$ cat src/rtl/cmp_pkg.sv
package cmp_pkg;

    // result flags delivered with each completion
    typedef struct packed {
        logic eq;
        logic lt;
        logic gt;
        logic early;
    } cmp_res_t;

    localparam cmp_res_t CMP_RES_CLEAR = '{eq: 1'b0, lt: 1'b0, gt: 1'b0, early: 1'b0};

endpackage

$ cat src/rtl/cmp_fast_diff.sv
// Low-slice difference detector: flags any mismatch among the few lowest bits.
module cmp_fast_diff #(
    parameter int FAST_W = 4
) (
    input  logic [FAST_W-1:0] lo_a,
    input  logic [FAST_W-1:0] lo_b,
    output logic              differ
);

    logic [FAST_W-1:0] bit_mismatch;

    for (genvar gi = 0; gi < FAST_W; gi++) begin : g_bit
        assign bit_mismatch[gi] = lo_a[gi] ^ lo_b[gi];
    end

    assign differ = |bit_mismatch;

endmodule

$ cat src/rtl/cmp_full_mag.sv
// Full-width unsigned ordering built from per-chunk compares merged MSB first.
module cmp_full_mag #(
    parameter int DATA_W  = 32,
    parameter int CHUNK_W = 8
) (
    input  logic              clk,
    input  logic              rst_n,
    input  logic [DATA_W-1:0] full_a,
    input  logic [DATA_W-1:0] full_b,
    output logic              is_eq,
    output logic              is_lt,
    output logic              is_gt
);

    localparam int N_CHUNK = (DATA_W + CHUNK_W - 1) / CHUNK_W;
    localparam int PAD_W   = N_CHUNK * CHUNK_W;

    logic [PAD_W-1:0]   pad_a;
    logic [PAD_W-1:0]   pad_b;
    logic [N_CHUNK-1:0] chunk_lt;
    logic [N_CHUNK-1:0] chunk_gt;

    assign pad_a = PAD_W'(full_a);
    assign pad_b = PAD_W'(full_b);

    for (genvar ci = 0; ci < N_CHUNK; ci++) begin : g_chunk
        logic [CHUNK_W-1:0] seg_a;
        logic [CHUNK_W-1:0] seg_b;
        assign seg_a        = pad_a[ci*CHUNK_W +: CHUNK_W];
        assign seg_b        = pad_b[ci*CHUNK_W +: CHUNK_W];
        assign chunk_lt[ci] = seg_a < seg_b;
        assign chunk_gt[ci] = seg_a > seg_b;
    end

    // the most significant chunk that differs decides the ordering
    always_comb begin
        is_lt = 1'b0;
        is_gt = 1'b0;
        for (int k = N_CHUNK - 1; k >= 0; k--) begin
            if (!is_lt && !is_gt) begin
                is_lt = chunk_lt[k];
                is_gt = chunk_gt[k];
            end
        end
        is_eq = !is_lt && !is_gt;
    end

    // exactly one ordering outcome at all times
    p_one_order_r5: assert property (@(posedge clk) disable iff (!rst_n)
        $onehot({is_eq, is_lt, is_gt}));

endmodule

$ cat src/rtl/cmp_seq_ctrl.sv
// Latency controller: counts busy cycles, picks the shortcut or the full result,
// emits the done pulse and holds the flags.
module cmp_seq_ctrl
    import cmp_pkg::*;
#(
    parameter int FAST_LAT = 1,
    parameter int FULL_LAT = 3
) (
    input  logic     clk,
    input  logic     rst_n,
    input  logic     start,
    input  logic     mode_mag,
    input  logic     low_differ,
    input  logic     full_eq,
    input  logic     full_lt,
    input  logic     full_gt,
    output logic     busy,
    output logic     done,
    output cmp_res_t res
);

    localparam int CNT_W = $clog2(FULL_LAT + 1);
    localparam logic [CNT_W-1:0] FAST_LAST = CNT_W'(FAST_LAT - 1);
    localparam logic [CNT_W-1:0] FULL_LAST = CNT_W'(FULL_LAT - 1);

    typedef struct packed {
        logic             busy;
        logic [CNT_W-1:0] cnt;
        logic             done;
        cmp_res_t         res;
    } ctrl_st_t;

    ctrl_st_t st_d, st_q;
    logic     take_fast_d;
    logic     full_end_d;

    always_comb begin
        st_d        = st_q;
        st_d.done   = 1'b0;
        take_fast_d = st_q.busy && !mode_mag && low_differ && (st_q.cnt == FAST_LAST);
        full_end_d  = st_q.busy && (st_q.cnt == FULL_LAST);
        if (start) begin
            st_d.busy = 1'b1;
            st_d.cnt  = '0;
        end else if (take_fast_d) begin
            st_d.busy = 1'b0;
            st_d.done = 1'b1;
            st_d.res  = '{eq: 1'b0, lt: 1'b0, gt: 1'b0, early: 1'b1};
        end else if (full_end_d) begin
            st_d.busy = 1'b0;
            st_d.done = 1'b1;
            st_d.res  = '{eq: full_eq,
                          lt: mode_mag && full_lt,
                          gt: mode_mag && full_gt,
                          early: 1'b0};
        end else if (st_q.busy) begin
            st_d.cnt = st_q.cnt + 1'b1;
        end
    end

    always_ff @(posedge clk) begin
        if (!rst_n) begin
            st_q <= '{busy: 1'b0, cnt: '0, done: 1'b0, res: CMP_RES_CLEAR};
        end else begin
            st_q <= st_d;
        end
    end

    assign busy = st_q.busy;
    assign done = st_q.done;
    assign res  = st_q.res;

    // completion is a single-cycle pulse
    p_done_pulse_r6: assert property (@(posedge clk) disable iff (!rst_n)
        st_q.done |=> !st_q.done);

    // a shortcut result carries no ordering and no equality
    p_fast_flags_r3: assert property (@(posedge clk) disable iff (!rst_n)
        st_q.done && st_q.res.early |-> !st_q.res.eq && !st_q.res.lt && !st_q.res.gt);

    // idle and no new request: flags stay put
    p_flags_hold_r7: assert property (@(posedge clk) disable iff (!rst_n)
        !start && !st_q.busy |=> $stable(st_q.res));

    // exact latencies for the default timing
    if (FAST_LAT == 1 && FULL_LAT == 3) begin : g_lat_chk
        p_fast_lat_r3: assert property (@(posedge clk) disable iff (!rst_n)
            st_q.done && st_q.res.early |-> $past(start, 2));
        p_full_lat_r4: assert property (@(posedge clk) disable iff (!rst_n)
            st_q.done && !st_q.res.early |-> $past(start, 4));
    end

endmodule

$ cat src/rtl/early_out_cmp.sv
// Variable-latency unsigned comparator with a low-bit early exit.
module early_out_cmp
    import cmp_pkg::*;
#(
    parameter int DATA_W   = 32,
    parameter int FAST_W   = 4,
    parameter int CHUNK_W  = 8,
    parameter int FAST_LAT = 1,
    parameter int FULL_LAT = 3
) (
    input  logic              clk,
    input  logic              rst_n,
    input  logic              req_valid,
    output logic              req_ready,
    input  logic              mag_mode,
    input  logic [DATA_W-1:0] op_a,
    input  logic [DATA_W-1:0] op_b,
    output logic              done,
    output logic              res_eq,
    output logic              res_lt,
    output logic              res_gt,
    output logic              res_early
);

    typedef struct packed {
        logic [DATA_W-1:0] a;
        logic [DATA_W-1:0] b;
        logic              mode;
    } opnd_st_t;

    opnd_st_t opnd_d, opnd_q;
    logic     ctrl_busy;
    logic     accept;
    logic     low_differ;
    logic     full_eq, full_lt, full_gt;
    cmp_res_t res_w;

    assign req_ready = !ctrl_busy;
    assign accept    = req_valid && req_ready;

    always_comb begin
        opnd_d = opnd_q;
        if (accept) begin
            opnd_d.a    = op_a;
            opnd_d.b    = op_b;
            opnd_d.mode = mag_mode;
        end
    end

    always_ff @(posedge clk) begin
        if (!rst_n) begin
            opnd_q <= '0;
        end else begin
            opnd_q <= opnd_d;
        end
    end

    cmp_fast_diff #(.FAST_W(FAST_W)) u_fast (
        .lo_a   (opnd_q.a[FAST_W-1:0]),
        .lo_b   (opnd_q.b[FAST_W-1:0]),
        .differ (low_differ)
    );

    cmp_full_mag #(.DATA_W(DATA_W), .CHUNK_W(CHUNK_W)) u_full (
        .clk    (clk),
        .rst_n  (rst_n),
        .full_a (opnd_q.a),
        .full_b (opnd_q.b),
        .is_eq  (full_eq),
        .is_lt  (full_lt),
        .is_gt  (full_gt)
    );

    cmp_seq_ctrl #(.FAST_LAT(FAST_LAT), .FULL_LAT(FULL_LAT)) u_ctrl (
        .clk        (clk),
        .rst_n      (rst_n),
        .start      (accept),
        .mode_mag   (opnd_q.mode),
        .low_differ (low_differ),
        .full_eq    (full_eq),
        .full_lt    (full_lt),
        .full_gt    (full_gt),
        .busy       (ctrl_busy),
        .done       (done),
        .res        (res_w)
    );

    assign res_eq    = res_w.eq;
    assign res_lt    = res_w.lt;
    assign res_gt    = res_w.gt;
    assign res_early = res_w.early;

    // an accepted request makes the block busy on the next cycle
    p_busy_after_accept_r2: assert property (@(posedge clk) disable iff (!rst_n)
        accept |=> !req_ready);

    // magnitude requests never leave through the shortcut
    p_mag_no_early_r5: assert property (@(posedge clk) disable iff (!rst_n)
        done && opnd_q.mode |-> !res_early);

    // at most one ordering flag in any result
    p_flag_count_r5: assert property (@(posedge clk) disable iff (!rst_n)
        $countones({res_eq, res_lt, res_gt}) <= 1);

endmodule

$ cat config.mk
export PLATFORM = sky130hd
export DESIGN_NAME = early_out_cmp
export DESIGN_NICKNAME = d
export VERILOG_FILES = /design/src/rtl/cmp_pkg.sv /design/src/rtl/cmp_fast_diff.sv /design/src/rtl/cmp_full_mag.sv /design/src/rtl/cmp_seq_ctrl.sv /design/src/rtl/early_out_cmp.sv
export SDC_FILE = /design/constraint.sdc
export NUM_CORES = 1
export LEC_CHECK = 0
export BUFFER_PORTS_ARGS = -buffer_cell sky130_fd_sc_hd__clkbuf_2
export CORE_ASPECT_RATIO = 0.6
export CORE_MARGIN = 2
export CORE_UTILIZATION = 39
export DETAILED_ROUTE_END_ITERATION = 8
export GPL_ROUTABILITY_DRIVEN = 0
export MAX_ROUTING_LAYER = met4
export PLACE_DENSITY_LB_ADDON = 0.12
export REMOVE_ABC_BUFFERS = 1
export SLEW_MARGIN = 25
export SYNTH_ARGS = -nofsm -noshare
export SYNTH_HDL_FRONTEND = slang
export SYNTH_HIERARCHICAL = 1
export SYNTH_SLANG_ARGS = --single-unit
$ cat constraint.sdc
create_clock -name clk -period 2.2 [get_ports clk]
set_input_delay 0.22 -clock clk [delete_from_list [all_inputs] [get_ports clk]]
set_output_delay 0.22 -clock clk [all_outputs]
set_load 0.01 [all_outputs]
==> results of run 1 <==
final timing paths:
check	endpoint	slack [ps]	cells past startpoint
worst max-delay path	u_ctrl/res[3]	60	9
worst min-delay path	opnd_q[44]	110	3
worst max register to register	u_ctrl/res[3]	60	9
worst min register to register	opnd_q[22]	450	2
tightest hold or removal path, stage by stage:
cell      delay (ps)
clkbuf_2          80
nand2_1           40
mux2i_1           50
area by class of cell:
| type | count | area [um2] | share of cell area |
|---|---|---|---|
| Inverter | 37 | 139 | 0.0298 |
| Clock buffer | 11 | 243 | 0.0521 |
| Timing Repair Buffer | 81 | 440 | 0.0945 |
| Multi-Input combinational cell | 316 | 2180 | 0.468 |
| Sequential cell | 73 | 1470 | 0.316 |
| Tap cell | 135 | 169 | 0.0363 |
| Clock inverter | 4 | 20.0 | 0.00430 |
through the flow:
step	hold slack, ps	setup WS [ps]
floorplan	342	-3120
global placement	445	-1.68
detailed placement	448	-91.8
CTS	101	9.76
global route	110	-51.2
finish	109	61.8
cells by family after synthesis:
logic type      Yosys count  synth area share
mux                      65             0.167
buf+inv                  63            0.0795
flops                    73             0.374
simple gates            176             0.203
compound gates           37            0.0593
fa+ha+maj                34             0.109
xor+xnor                  4           0.00897
metal layers:
metal | track usage | vias up
met5 | - | -
met3 | 0.0494 | 6
met1 | 0.217 | 1313
li1 | - | 1628
met2 | 0.230 | 54
met4 | 0.0426 | 0
where the power goes:
group	internal [mW]	switching (mW)	total [mW]
Clock	0.779	0.527	1.31
Sequential	1.42	0.0577	1.48
Combinational	0.297	0.342	0.639
synth_stat cells, types with 2 or more instances:
master,instances
nand3_1,6
nand4_1,10
nor4_2,2
mux2i_1,65
o211ai_1,5
buf_4,7
clkbuf_1,6
dfxtp_1,73
nor2b_1,5
a21boi_1,2
nor2_1,5
nand2_1,137
a211oi_1,3
buf_2,8
nand2b_1,2
ha_1,34
xnor2_1,4
a21oi_1,13
a21o_1,2
buf_6,5
o21ai_0,6
inv_1,37
flip-flops by register name, summed over array words and instances (netlist names):
register     cells
u_ctrl/res       4
u_ctrl/done      1
opnd_q          65
u_ctrl/st_q      2
u_ctrl/busy      1
what timing repair did:
action / CTS / global route
setup endpoints to repair: 1 / 2
pin swaps: 2 / 0
gates resized for setup: 0 / 10
setup buffers: 0 / 0
==> results.md, run 1 <==
- Status: finished, final reports clean
- Top delay family on crit path: simple AND/OR/NAND/NOR gates
- Pwr Total: 3.42 mW
- CTS Hold Bufs: 0
- Slew margin rel.: 0.573
- Setup violators final: 0
- Non-Filler Instances: between 600 and 700
- Most frequent CP cell: nand4_1
- Fin area: 4660 um2
- Fillers: 1004
- NumNets Final: between 600 and 700
- Synthesized flop and latch total: 73
- Final Max Tran Viols: 0
- Peak VDD IR: 355 uV
- Area delta synth->final: 19.3%
- Hold_sp: op_a[11]
- Vias: approximately 3000
- WL met2: approximately 3000 um
- Async set-reset flop share out of synthesis: 0
- Vias per inst: ~4.6
- Grt ovf: 0
- Vias in the first global route: 2801
- First-pass GRT wire length: between 10000 and 15000 um
- Final core occ: 0.475
- Min cycle time layout: roughly 2100 ps
- Crit-path cells: inv_1, ha_4, nand4_1, or4_4, nor3_4, o211ai_1, nor4_2, nand4_1, a31oi_1
- ANT nets after route: 0
- Cts bufs inserted: 9
- RSZ-0062 raised after global routing: yes
- Area leader, netlist: dfxtp_1
- Endpoints failing hold: 0
- CP Launch Type: flip-flop
- Commonest non-fill, non-tap cells in the layout: nand2_1, clkbuf_2, dfxtp_1
- Met3 Routed Length: 322 um
- Clk_lat worst skew: roughly 330 ps
- Placed Cells incl. Taps: 642
- Number of library cell types mapped by synthesis: 37
- Die footprint: about 11000 um2
- Area after DPL: between 4000 and 5000 um2
- H-Tree Depth: 3
- DRC violations left: 0
- Worst-Margin Slew: around 640 ps
- Cells after Synth: about 450
- Most common flop cell mapped by yosys: dfxtp_1
- Yosys Warn Count: 6
- WP data required: about 2500 ps
- Initial Util: 0.398
- FP Rows: 28
- Hpwl dp: about 5800 um
- Core box area: approximately 9800 um2
- Initial antenna violation count: 0
- Worst r2r src: opnd_q[19]
- Setup Total Neg Slack: 0 ps
- Antenna fix cells: 0
- Mapped Avg Cell Area: ~8.6 um2
- DR WL/cell: between 10 and 15 um
- Share of the synthesized area in the top cell type: 0.374
- Worst path slowest cell: or4_4
- WS Path Type: flip-flop to flip-flop
- CTS Sinks: 73
- CTS tree: done
- Largest net degree at the start of global routing: just over 50
- Iter 0 DRT Violations: 97
- Synth area leaders: dfxtp_1, mux2i_1, nand2_1
- Pleak: 2.11 nW
- Clk root buf: clkbuf_16
- CP peak stage delay: around 590 ps
- Final period util: 0.972
- Max-cap viol count: 0
- FMAX: around 470 MHz
- Layout cells sized above 1: 0.218
- Port Buffers: 73
- Part of the Yosys area used for sequential elements: 0.374
- Crit. End Element: flip-flop
- Metal-1 WL: 4370 um
- Setup Skew: between 4 and 5 ps
- Crit-path max FO: 3
- Final wirelength: roughly 7800 um
- Post-synth EDFFs: 0
- CP Launch Point: opnd_q[19]
- CTS clock-pin slew for the worst setup and hold paths: approximately 60 ps
- Most common cell after layout, fill and taps aside: nand2_1
- Die width: ~130 um
- Crit path buffers/inverters: 1
- Total track usage: 0.160
- HP Class: input pin to flip-flop
- Crit path DAT: around 2400 ps
- Pwr Density: ~730 nW/um2
- TritonRoute pass-1 iters: 4
- Die height: between 80 and 90 um
- Post-Syn Area: around 3900 um2
- Io pins: 74
- CTS max path bufs: 2
- Top Layer Used: met4
Power figures use the tool's default switching activity.
==> inputs of run 2 (changes only) <==
GPL_TIMING_DRIVEN = 0   (was unset)
==> results.md, run 2 (synthesized netlist as in run 1, its figures left out) <==
- Status: finished, final reports clean
- Layout cells sized above 1: 0.261 (+0.0431)
- Antenna fix cells: 0 (unchanged)
- Vias: 3062 (+2.0%)
- CP Launch Type: flip-flop
- Pwr Density: 720 nW/um2 (-1.9%)
- Crit-path max FO: 2 (-1)
- WS Path Type: flip-flop to flip-flop
- Fillers: 994 (-1.0%)
- WHS Endpoint: opnd_q[26]
- Setup violators final: 0 (unchanged)
- Final Max Tran Viols: 0 (unchanged)
- Slew margin rel.: 0.542 (-0.0314)
- Hpwl dp: 5660 um (-2.0%)
- Initial Util: 0.398 (unchanged)
- Clk_lat worst skew: 330 ps (about the same)
- Min cycle time layout: 2150 ps (+11.0 ps)
- R2R cell count: 9 (unchanged)
- Vias in the first global route: 2888 (+3.1%)
- Pwr Total: 3.54 mW (+3.5%)
- Clk root buf: clkbuf_16
- Worst-Margin Slew: 683 ps (+46.8 ps)
- RSZ-0062 raised after global routing: yes
- Sw power: 0.943 mW (+1.8%)
- H-Tree Depth: 3 (unchanged)
- Setup Total Neg Slack: 0 ps (unchanged)
- DRC violations left: 0 (unchanged)
- WP data required: 2460 ps (about the same)
- P_int: 2.60 mW (+4.2%)
- Area delta synth->final: 25.9%
- Area after DPL: 4410 um2 (+1.3%)
- Setup Skew: 6.20 ps (+1.71 ps)
- Crit. End Element: flip-flop
- Final wirelength: 8140 um (+4.0%)
- Die footprint: 10900 um2 (unchanged)
- CTS clock-pin slew for the worst setup and hold paths: 50 ps (about the same)
- FP Rows: 28 (unchanged)
- Reg with most FFs: opnd_q
- Max-cap viol count: 0 (unchanged)
- Core box area: 9810 um2 (unchanged)
- Worst r2r src: opnd_q[57]
- Hold_sp: op_b[25]
- Combinational share of power: 0.210 (+0.023)
- First-pass GRT wire length: 13500 um (+2.8%)
- TritonRoute pass-1 iters: 6 (+2)
- Peak VDD IR: 396 uV (+12%)
- NumNets Final: 623 (+0.48%)
- ANT nets after route: 0 (unchanged)
- Die height: 81.5 um (unchanged)
- Crit path DAT: 2410 ps (about the same)
- Sequential power share: 0.420 (-0.011)
- Io pins: 74 (unchanged)
- FMAX: 465 MHz (-0.51%)
- Largest net degree at the start of global routing: 109 (+110%)
- Fin worst setup slack: 50.8 ps (-11.0 ps)
- Port Buffers: 73 (unchanged)
- Total track usage: 0.161 (+0.00175)
- Largest register FFs: 65 (unchanged)
- Pleak: 2.16 nW (+2.2%)
- Final core occ: 0.501 (+0.0263)
- Cts bufs inserted: 9 (unchanged)
- DR WL/cell: 12.4 um (+3.7%)
- Switching share of power: 0.266 (-0.00446)
- CTS max path bufs: 2 (unchanged)
- CTS tree: done
- Grt ovf: 0 (unchanged)
- Initial antenna violation count: 0 (unchanged)
- Die width: 133 um (unchanged)
- Clock network power share: 0.371 (-0.011)
- Depth of the worst hold-timing path: 3 (unchanged)
- Dpl ws: -198 ps (-106 ps)
- Reg2reg setup slack: 50 ps (about the same)
- Reg2reg end: u_ctrl/res[3]
- Most common cell after layout, fill and taps aside: nand2_1
- Iter 0 DRT Violations: 120 (+24%)
- Commonest non-fill, non-tap cells in the layout: nand2_1, clkbuf_2, mux2i_1
- HP Class: input pin to flip-flop
- Final period util: 0.977 (+0.00500)
- Fin area: 4920 um2 (+5.5%)
- Endpoints failing hold: 0 (unchanged)
- Vias per inst: 4.65 (+1.7%)
- CTS Sinks: 73 (unchanged)
## run 2: metrics by stage
step	std cells	hold slack [ps]
finish	659	108
global route	659	111
CTS	659	99.0
detailed placement	639	450
global placement	634	444
floorplan	426	342
## run 2: how the worst max path moves through the flow
stage | depth (start not counted) | endpoint | startpoint
floorplan | 4 | u_ctrl/res[3] | u_ctrl/busy
global placement | 4 | u_ctrl/res[2] | u_ctrl/busy
detailed placement | 9 | u_ctrl/res[3] | opnd_q[31]
CTS | 9 | u_ctrl/res[3] | opnd_q[26]
global route | 9 | u_ctrl/res[3] | opnd_q[57]
finish | 9 | u_ctrl/res[3] | opnd_q[57]
## run 2: layout make-up
cell class | instances | area (um2) | area share
inverter | 37 | 139 | 0.0282
clock buffer | 14 | 264 | 0.0537
tap | 135 | 169 | 0.0344
timing repair buffer | 84 | 542 | 0.110
sequential | 73 | 1480 | 0.301
multi-input combinational | 316 | 2320 | 0.473
## run 2: routing by layer
layer / vias up / wire (um) / global-route usage / part of all wire
li1: 1632 / - / - / -
met1: 1353 / 4330 / 0.211 / 0.53
met2: 71 / 3330 / 0.247 / 0.41
met3: 6 / 433 / 0.0469 / 0.053
met4: 0 / 53 / 0.0415 / 0.0065
met5: - / 0 / - / 0
## run 2: repair_timing
action	4_1_cts	5_1_grt
resized for setup	23	15
cloned	0	0
buffers inserted	6	0
pin swaps	11	3
hold buffers	0	0
setup endpoints to repair	2	3
## run 2: power groups by stage
stage / registers (mW) / clock network [mW] / logic (mW)
floorplan: 1.49 / 0 / 0.458
global placement: 1.50 / 0 / 0.658
detailed placement: 1.50 / 0 / 0.655
CTS: 1.48 / 1.36 / 0.715
global route: 1.50 / 1.41 / 0.832
finish: 1.49 / 1.31 / 0.742
## run 2: critical path: stages (launching register included)
cell and delay (ps):
dfxtp_2 340, inv_2 50, ha_4 250, nand4_1 120, or4_4 580, nor3_4 150
o211ai_1 130, nor4_2 190, nand4_1 140, a31oi_1 140
